### src/rtl/pwm_gate_pkg.sv
package pwm_gate_pkg;

    typedef enum logic [1:0] {
        PH_IDLE  = 2'd0,
        PH_ON    = 2'd1,
        PH_SPENT = 2'd2
    } pwm_phase_e;

    typedef enum logic {
        LT_OPEN = 1'b0,
        LT_HELD = 1'b1
    } hold_state_e;

endpackage

### src/rtl/pwm_sync2.sv
module pwm_sync2 #(
    parameter int          WIDTH   = 2,
    parameter int          STAGES  = 2,
    parameter logic [WIDTH-1:0] RST_VAL = '1
) (
    input  logic             clk,
    input  logic             rst,
    input  logic [WIDTH-1:0] d_in,
    output logic [WIDTH-1:0] d_out
);

    logic [WIDTH-1:0] chain [STAGES];

    always_ff @(posedge clk) begin
        if (rst) chain[0] <= RST_VAL;
        else     chain[0] <= d_in;
    end

    for (genvar s = 1; s < STAGES; s++) begin : g_stage
        always_ff @(posedge clk) begin
            if (rst) chain[s] <= RST_VAL;
            else     chain[s] <= chain[s-1];
        end
    end

    assign d_out = chain[STAGES-1];

endmodule

### src/rtl/pwm_period_div.sv
module pwm_period_div #(
    parameter int DIV = 2
) (
    input  logic clk,
    input  logic rst,
    input  logic osc_tick,
    output logic period_start,
    output logic period_mid
);

    localparam int CW = (DIV > 2) ? $clog2(DIV) : 1;
    localparam logic [CW-1:0] LAST = CW'(DIV - 1);
    localparam logic [CW-1:0] HALF = CW'(DIV / 2);

    logic [CW-1:0] cnt;

    always_ff @(posedge clk) begin
        if (rst)
            cnt <= '0;
        else if (osc_tick)
            cnt <= (cnt == LAST) ? '0 : cnt + 1'b1;
    end

    assign period_start = osc_tick && (cnt == '0);
    assign period_mid   = osc_tick && (cnt == HALF);

endmodule

### src/rtl/pwm_hold_latch.sv
module pwm_hold_latch
    import pwm_gate_pkg::*;
(
    input  logic clk,
    input  logic rst,
    input  logic stop_s,
    input  logic rearm_s,
    output logic held
);

    hold_state_e state, nxt;

    always_ff @(posedge clk) begin
        if (rst) state <= LT_OPEN;
        else     state <= nxt;
    end

    always_comb begin
        nxt = state;
        unique case (state)
            LT_OPEN: if (!stop_s && !rearm_s) nxt = LT_HELD;
            LT_HELD: if (rearm_s)             nxt = LT_OPEN;
            default:                          nxt = LT_OPEN;
        endcase
    end

    always_comb held = (state == LT_HELD);

endmodule

### src/rtl/pwm_gate_ctrl.sv
module pwm_gate_ctrl
    import pwm_gate_pkg::*;
#(
    parameter int OSC_DIV     = 2,
    parameter int SYNC_STAGES = 2
) (
    input  logic clk,
    input  logic rst,
    input  logic osc_tick,
    input  logic cm_trip,
    input  logic oc_trip,
    input  logic uv_good,
    input  logic stop_n,
    input  logic rearm_n,
    output logic gate_en
);

    localparam int PIN_W = 2;

    logic [PIN_W-1:0] pins_raw, pins_s;
    logic stop_s, rearm_s, latch_on;
    logic period_start, period_mid;
    logic permit, trip;

    assign pins_raw = {stop_n, rearm_n};

    pwm_sync2 #(
        .WIDTH  (PIN_W),
        .STAGES (SYNC_STAGES),
        .RST_VAL({PIN_W{1'b1}})
    ) u_sync (
        .clk  (clk),
        .rst  (rst),
        .d_in (pins_raw),
        .d_out(pins_s)
    );

    assign stop_s  = pins_s[1];
    assign rearm_s = pins_s[0];

    pwm_hold_latch u_hold (
        .clk    (clk),
        .rst    (rst),
        .stop_s (stop_s),
        .rearm_s(rearm_s),
        .held   (latch_on)
    );

    pwm_period_div #(.DIV(OSC_DIV)) u_div (
        .clk         (clk),
        .rst         (rst),
        .osc_tick    (osc_tick),
        .period_start(period_start),
        .period_mid  (period_mid)
    );

    assign permit = uv_good && stop_s && !latch_on;
    assign trip   = cm_trip || oc_trip;

    pwm_phase_e state, nxt;

    always_ff @(posedge clk) begin
        if (rst) state <= PH_IDLE;
        else     state <= nxt;
    end

    always_comb begin
        nxt = state;
        unique case (state)
            PH_IDLE: begin
                if (period_start)
                    nxt = (permit && !trip) ? PH_ON : PH_SPENT;
            end
            PH_ON: begin
                if (!permit || trip) nxt = PH_SPENT;
                else if (period_mid) nxt = PH_IDLE;
            end
            PH_SPENT: begin
                if (period_start)
                    nxt = (permit && !trip) ? PH_ON : PH_SPENT;
                else if (period_mid)
                    nxt = PH_IDLE;
            end
            default: nxt = PH_IDLE;
        endcase
    end

    always_comb gate_en = (state == PH_ON);

endmodule

### config.mk
export PLATFORM = sky130hd
export DESIGN_NAME = pwm_gate_ctrl
export DESIGN_NICKNAME = d
export VERILOG_FILES = /design/src/rtl/pwm_gate_pkg.sv /design/src/rtl/pwm_sync2.sv /design/src/rtl/pwm_period_div.sv /design/src/rtl/pwm_hold_latch.sv /design/src/rtl/pwm_gate_ctrl.sv
export SDC_FILE = /design/constraint.sdc
export NUM_CORES = 1
export LEC_CHECK = 0
export CAP_MARGIN = 20
export CORE_AREA = 2 2 39 41
export CTS_BUF_LIST = sky130_fd_sc_hd__clkbuf_16
export CTS_CLUSTER_DIAMETER = 80
export DETAILED_ROUTE_END_ITERATION = 10
export DIE_AREA = 0 0 41 43
export SLEW_MARGIN = 25
export SYNTH_ARGS = -nofsm -noshare
export SYNTH_HDL_FRONTEND = slang
export SYNTH_SLANG_ARGS = --single-unit
### constraint.sdc
create_clock -name clk -period 2.41 [get_ports clk]
set_input_delay 0.723 -clock clk [delete_from_list [all_inputs] [get_ports clk]]
set_output_delay 0.723 -clock clk [all_outputs]
set_load 0.01 [all_outputs]
==> impl_results.html <==
<table>
<tr><th>Metric</th><th>Value</th></tr>
<tr><th colspan="2">Yosys</th></tr>
<tr><td>Synth Area per Inst</td><td>10.7 µm²</td></tr>
<tr><td>Sequential cell area fraction in the yosys report</td><td>0.577</td></tr>
<tr><td>Synth Instances</td><td>26</td></tr>
<tr><td>Number of synthesized register bits</td><td>8</td></tr>
<tr><td>Post-synth cell types</td><td>13</td></tr>
<tr><td>Number of nets produced by synthesis</td><td>34</td></tr>
<tr><td>Share of Yosys cell area claimed by the top area cell type</td><td>0.577</td></tr>
<tr><td>Leading cell types by total area after synthesis</td><td>dfxtp_1 (58%), or2_2 (9.0%), nor3b_1 (5.4%), nor2b_1 (4.5%), nor3_1 (3.6%)</td></tr>
<tr><td>Yosys top cell by area</td><td>dfxtp_1</td></tr>
<tr><td>Yosys warnings</td><td>0</td></tr>
<tr><td>Netlist area before placement</td><td>between 200 and 300 µm²</td></tr>
<tr><th colspan="2">Critical path</th></tr>
<tr><td>Cell-by-cell trace of the critical path</td><td>nor2b_1 -&gt; clkdlybuf4s50_1</td></tr>
<tr><td>Slowest cell delay on critical path</td><td>0.55 ns</td></tr>
<tr><td>Critical path arrival</td><td>1.34 ns</td></tr>
<tr><td>CP required</td><td>1.69 ns</td></tr>
<tr><td>Maximum fanout encountered on the critical timing path</td><td>5</td></tr>
<tr><td>Category of the worst setup path capture point</td><td>output pin</td></tr>
<tr><td>Startpoint type of the worst setup path</td><td>flip-flop</td></tr>
<tr><td>Cell at the slowest stage of the critical path</td><td>clkdlybuf4s50_1</td></tr>
<tr><td>Category of the most critical setup path</td><td>flip-flop to output pin</td></tr>
<tr><th colspan="2">Final layout</th></tr>
<tr><td>Non-Filler Cell Area, Final</td><td>453 µm²</td></tr>
<tr><td>Area of combinational cells with multiple inputs</td><td>around 120 µm²</td></tr>
<tr><td>Number of inserted filler cells in the final layout</td><td>142</td></tr>
<tr><td>Antenna diodes</td><td>0</td></tr>
<tr><td>Number of nets in the layout</td><td>47</td></tr>
<tr><td>Number of cells in the finished layout apart from fillers</td><td>53</td></tr>
<tr><td>Storage element area</td><td>roughly 160 µm²</td></tr>
<tr><td>Layout cells sized above 1</td><td>0.216</td></tr>
<tr><td>Area Overhead vs Synth</td><td>63.1%</td></tr>
<tr><td>Most used cells in the layout excluding fill and tap cells</td><td>clkdlybuf4s50_1 (8), dfxtp_1 (8), or2_2 (4), clkbuf_16 (3)</td></tr>
<tr><th colspan="2">Drt</th></tr>
<tr><td>Final WL</td><td>around 460 µm</td></tr>
<tr><td>First-pass iteration count of the detailed router</td><td>3</td></tr>
<tr><td>Number of DRC violations after detailed routing</td><td>0</td></tr>
<tr><td>Vias per cell</td><td>4.11</td></tr>
<tr><td>Number of antenna-violating nets in the routed design</td><td>0</td></tr>
<tr><td>Routed wire length per instance</td><td>around 8.7 µm</td></tr>
<tr><td>DRC violation total after the first TritonRoute iteration</td><td>2</td></tr>
<tr><td>Detailed-route via count</td><td>~220</td></tr>
<tr><th colspan="2">STA</th></tr>
<tr><td>Post-route clock skew</td><td>roughly 0.0013 ns</td></tr>
<tr><td>Unrepaired setup endpoints after global routing</td><td>no</td></tr>
<tr><td>Worst-Margin Slew</td><td>between 0.2 and 0.3 ns</td></tr>
<tr><td>Number of setup violations in the final report</td><td>0</td></tr>
<tr><td>Setup TNS</td><td>0 ns</td></tr>
<tr><td>Final hold viol count</td><td>0</td></tr>
<tr><td>F_max</td><td>between 0.4 and 0.5 GHz</td></tr>
<tr><td>Tmin final</td><td>approximately 2.1 ns</td></tr>
<tr><td>Share of the clock period used by the worst path after layout</td><td>0.856</td></tr>
<tr><td>Number of pins exceeding their max-slew limit in the final report</td><td>0</td></tr>
<tr><td>Max_slew headroom</td><td>0.818</td></tr>
<tr><th colspan="2">Global routing</th></tr>
<tr><td>Overall global routing resource usage</td><td>0.0775</td></tr>
<tr><td>Number of global-route vias before repair</td><td>218</td></tr>
<tr><td>Number of antenna violations at the first check in global routing</td><td>0</td></tr>
<tr><td>Wire length of the first global-routing pass</td><td>roughly 800 µm</td></tr>
<tr><td>Aggregate global routing overflow</td><td>0</td></tr>
<tr><td>Maximum number of pins on one net before global-route repair</td><td>9</td></tr>
<tr><th colspan="2">Floorplan</th></tr>
<tr><td>Number of I/O pins</td><td>9</td></tr>
<tr><td>Width of the chip</td><td>41 µm</td></tr>
<tr><td>Placeable core area</td><td>around 1400 µm²</td></tr>
<tr><td>Core Rows</td><td>14</td></tr>
<tr><td>Die Height</td><td>between 40 and 50 µm</td></tr>
<tr><td>Overall die area</td><td>around 1800 µm²</td></tr>
<tr><td>Starting density of the core</td><td>0.201</td></tr>
<tr><th colspan="2">Job</th></tr>
<tr><td>Max-cap violations</td><td>0</td></tr>
<tr><th colspan="2">Clock network</th></tr>
<tr><td>Total clock buffers created by CTS</td><td>3</td></tr>
<tr><td>Clock Root Buffer</td><td>clkbuf_16</td></tr>
<tr><td>TritonCTS clock tree</td><td>yes</td></tr>
<tr><td>Clk sinks</td><td>8</td></tr>
<tr><td>Clock H-tree levels</td><td>1</td></tr>
<tr><td>Post-cts gate resize count</td><td>0</td></tr>
<tr><td>Post-CTS Setup Repair Bufs</td><td>0</td></tr>
<tr><td>Clk pin slew, worst setup/hold paths</td><td>0.04 ns</td></tr>
<tr><td>Clock latency reported for the late side of the worst-skew pair</td><td>0.23 ns</td></tr>
<tr><td>Deepest clock path buffer count</td><td>2</td></tr>
<tr><td>Count of hold buffers inserted by post-cts repair</td><td>0</td></tr>
<tr><th colspan="2">Placed design</th></tr>
<tr><td>Placer Congestion</td><td>between 0.5 and 0.6</td></tr>
<tr><td>Placed Instance Area</td><td>roughly 380 µm²</td></tr>
<tr><td>Half-perimeter wire length after placement</td><td>between 300 and 400 µm</td></tr>
<tr><td>Count of buffers inserted at the top-level ports</td><td>8</td></tr>
<tr><td>Number of placed instances, taps included</td><td>50</td></tr>
<tr><th colspan="2">Hold path</th></tr>
<tr><td>Hold WC Path Type</td><td>flip-flop to flip-flop</td></tr>
<tr><th colspan="2">Status</th></tr>
<tr><td>Result of the run</td><td>complete, no violations</td></tr>
<tr><th colspan="2">Pwr</th></tr>
<tr><td>Highest ir drop seen on vdd</td><td>roughly 0.34 mV</td></tr>
<tr><td>Power Dens Cells</td><td>between 900 and 1000 nW/µm²</td></tr>
<tr><td>Leakage component of the power</td><td>between 0.00015 and 0.0002 µW</td></tr>
</table>
[path summary, 6_finish.rpt]
check	start	to	slack, ns	depth (start not counted)
hold reg to reg	u_sync.chain[1][0]	u_hold.held	0.39	1
setup reg to reg	state[0]	state[1]	1.49	2
hold / removal	u_sync.chain[1][0]	u_hold.held	0.39	1
setup / recovery	state[0]	gate_en	0.35	2
[synthesized netlist by cell type]
cell type	count
a21oi_2	1
a22oi_1	1
dfxtp_1	8
nand2_1	1
nor2_1	1
nor2b_1	2
nor3_1	2
nor3b_1	2
o21ai_0	1
o2bb2ai_1	1
or2_2	4
or3b_1	1
xnor2_1	1
[layer usage]
metal,up-vias,track usage,share of wire
met4,0,0.100,0.058
li1,112,-,-
met5,-,0,0
met1,93,0.0809,0.42
met2,11,0.0875,0.39
met3,2,0.0471,0.13
[area by class of cell]
cell class,instances,area share
well taps,16,0.0442
flip-flops and latches,8,0.354
multi-input cells,18,0.260
repair buffers,8,0.177
clock buffers,3,0.166
[cells by family (layout without fill, tap and decap cells)]
| family | after synthesis | in the layout | share of synthesized area |
|---|---|---|---|
| AO/OA/AOI/OAI | 4 | 4 | 0.108 |
| AND/OR/NAND/NOR | 13 | 13 | 0.284 |
| buffers and inverters | 0 | 11 | 0 |
| flip-flops | 8 | 8 | 0.577 |
| XOR/XNOR | 1 | 1 | 0.0315 |
[metrics by stage]
step                setup WS (ns)   util  hold WS (ns)  power, µW
floorplan                    1.09      -         0.374        158
global placement            0.598  0.273         0.378        174
detailed placement          0.576  0.273         0.383        174
CTS                         0.331  0.327         0.389        455
global route                0.280  0.327         0.400        463
finish                      0.348  0.327         0.386        447
[sequential cells by signal (all words and copies together) (netlist names)]
| signal | cells |
|---|---|
| u_sync.chain | 4 |
| state | 2 |
| u_div.cnt | 1 |
| u_hold.held | 1 |
[critical path: cells and delay by family (launching register included)]
kind | cells | cell delay (ns)
buffers and inverters | 1 | 0.55
flip-flops | 1 | 0.37
AND/OR/NAND/NOR | 1 | 0.19
[where the power goes]
group          internal, µW  leakage [µW]  total, µW  switching, µW
clock network           214     0.0000370        276           62.2
registers               140     0.0000660        143           3.41
logic                  18.8     0.0000604       28.0           9.20
No activity file was read; power rests on OpenSTA's default activity.
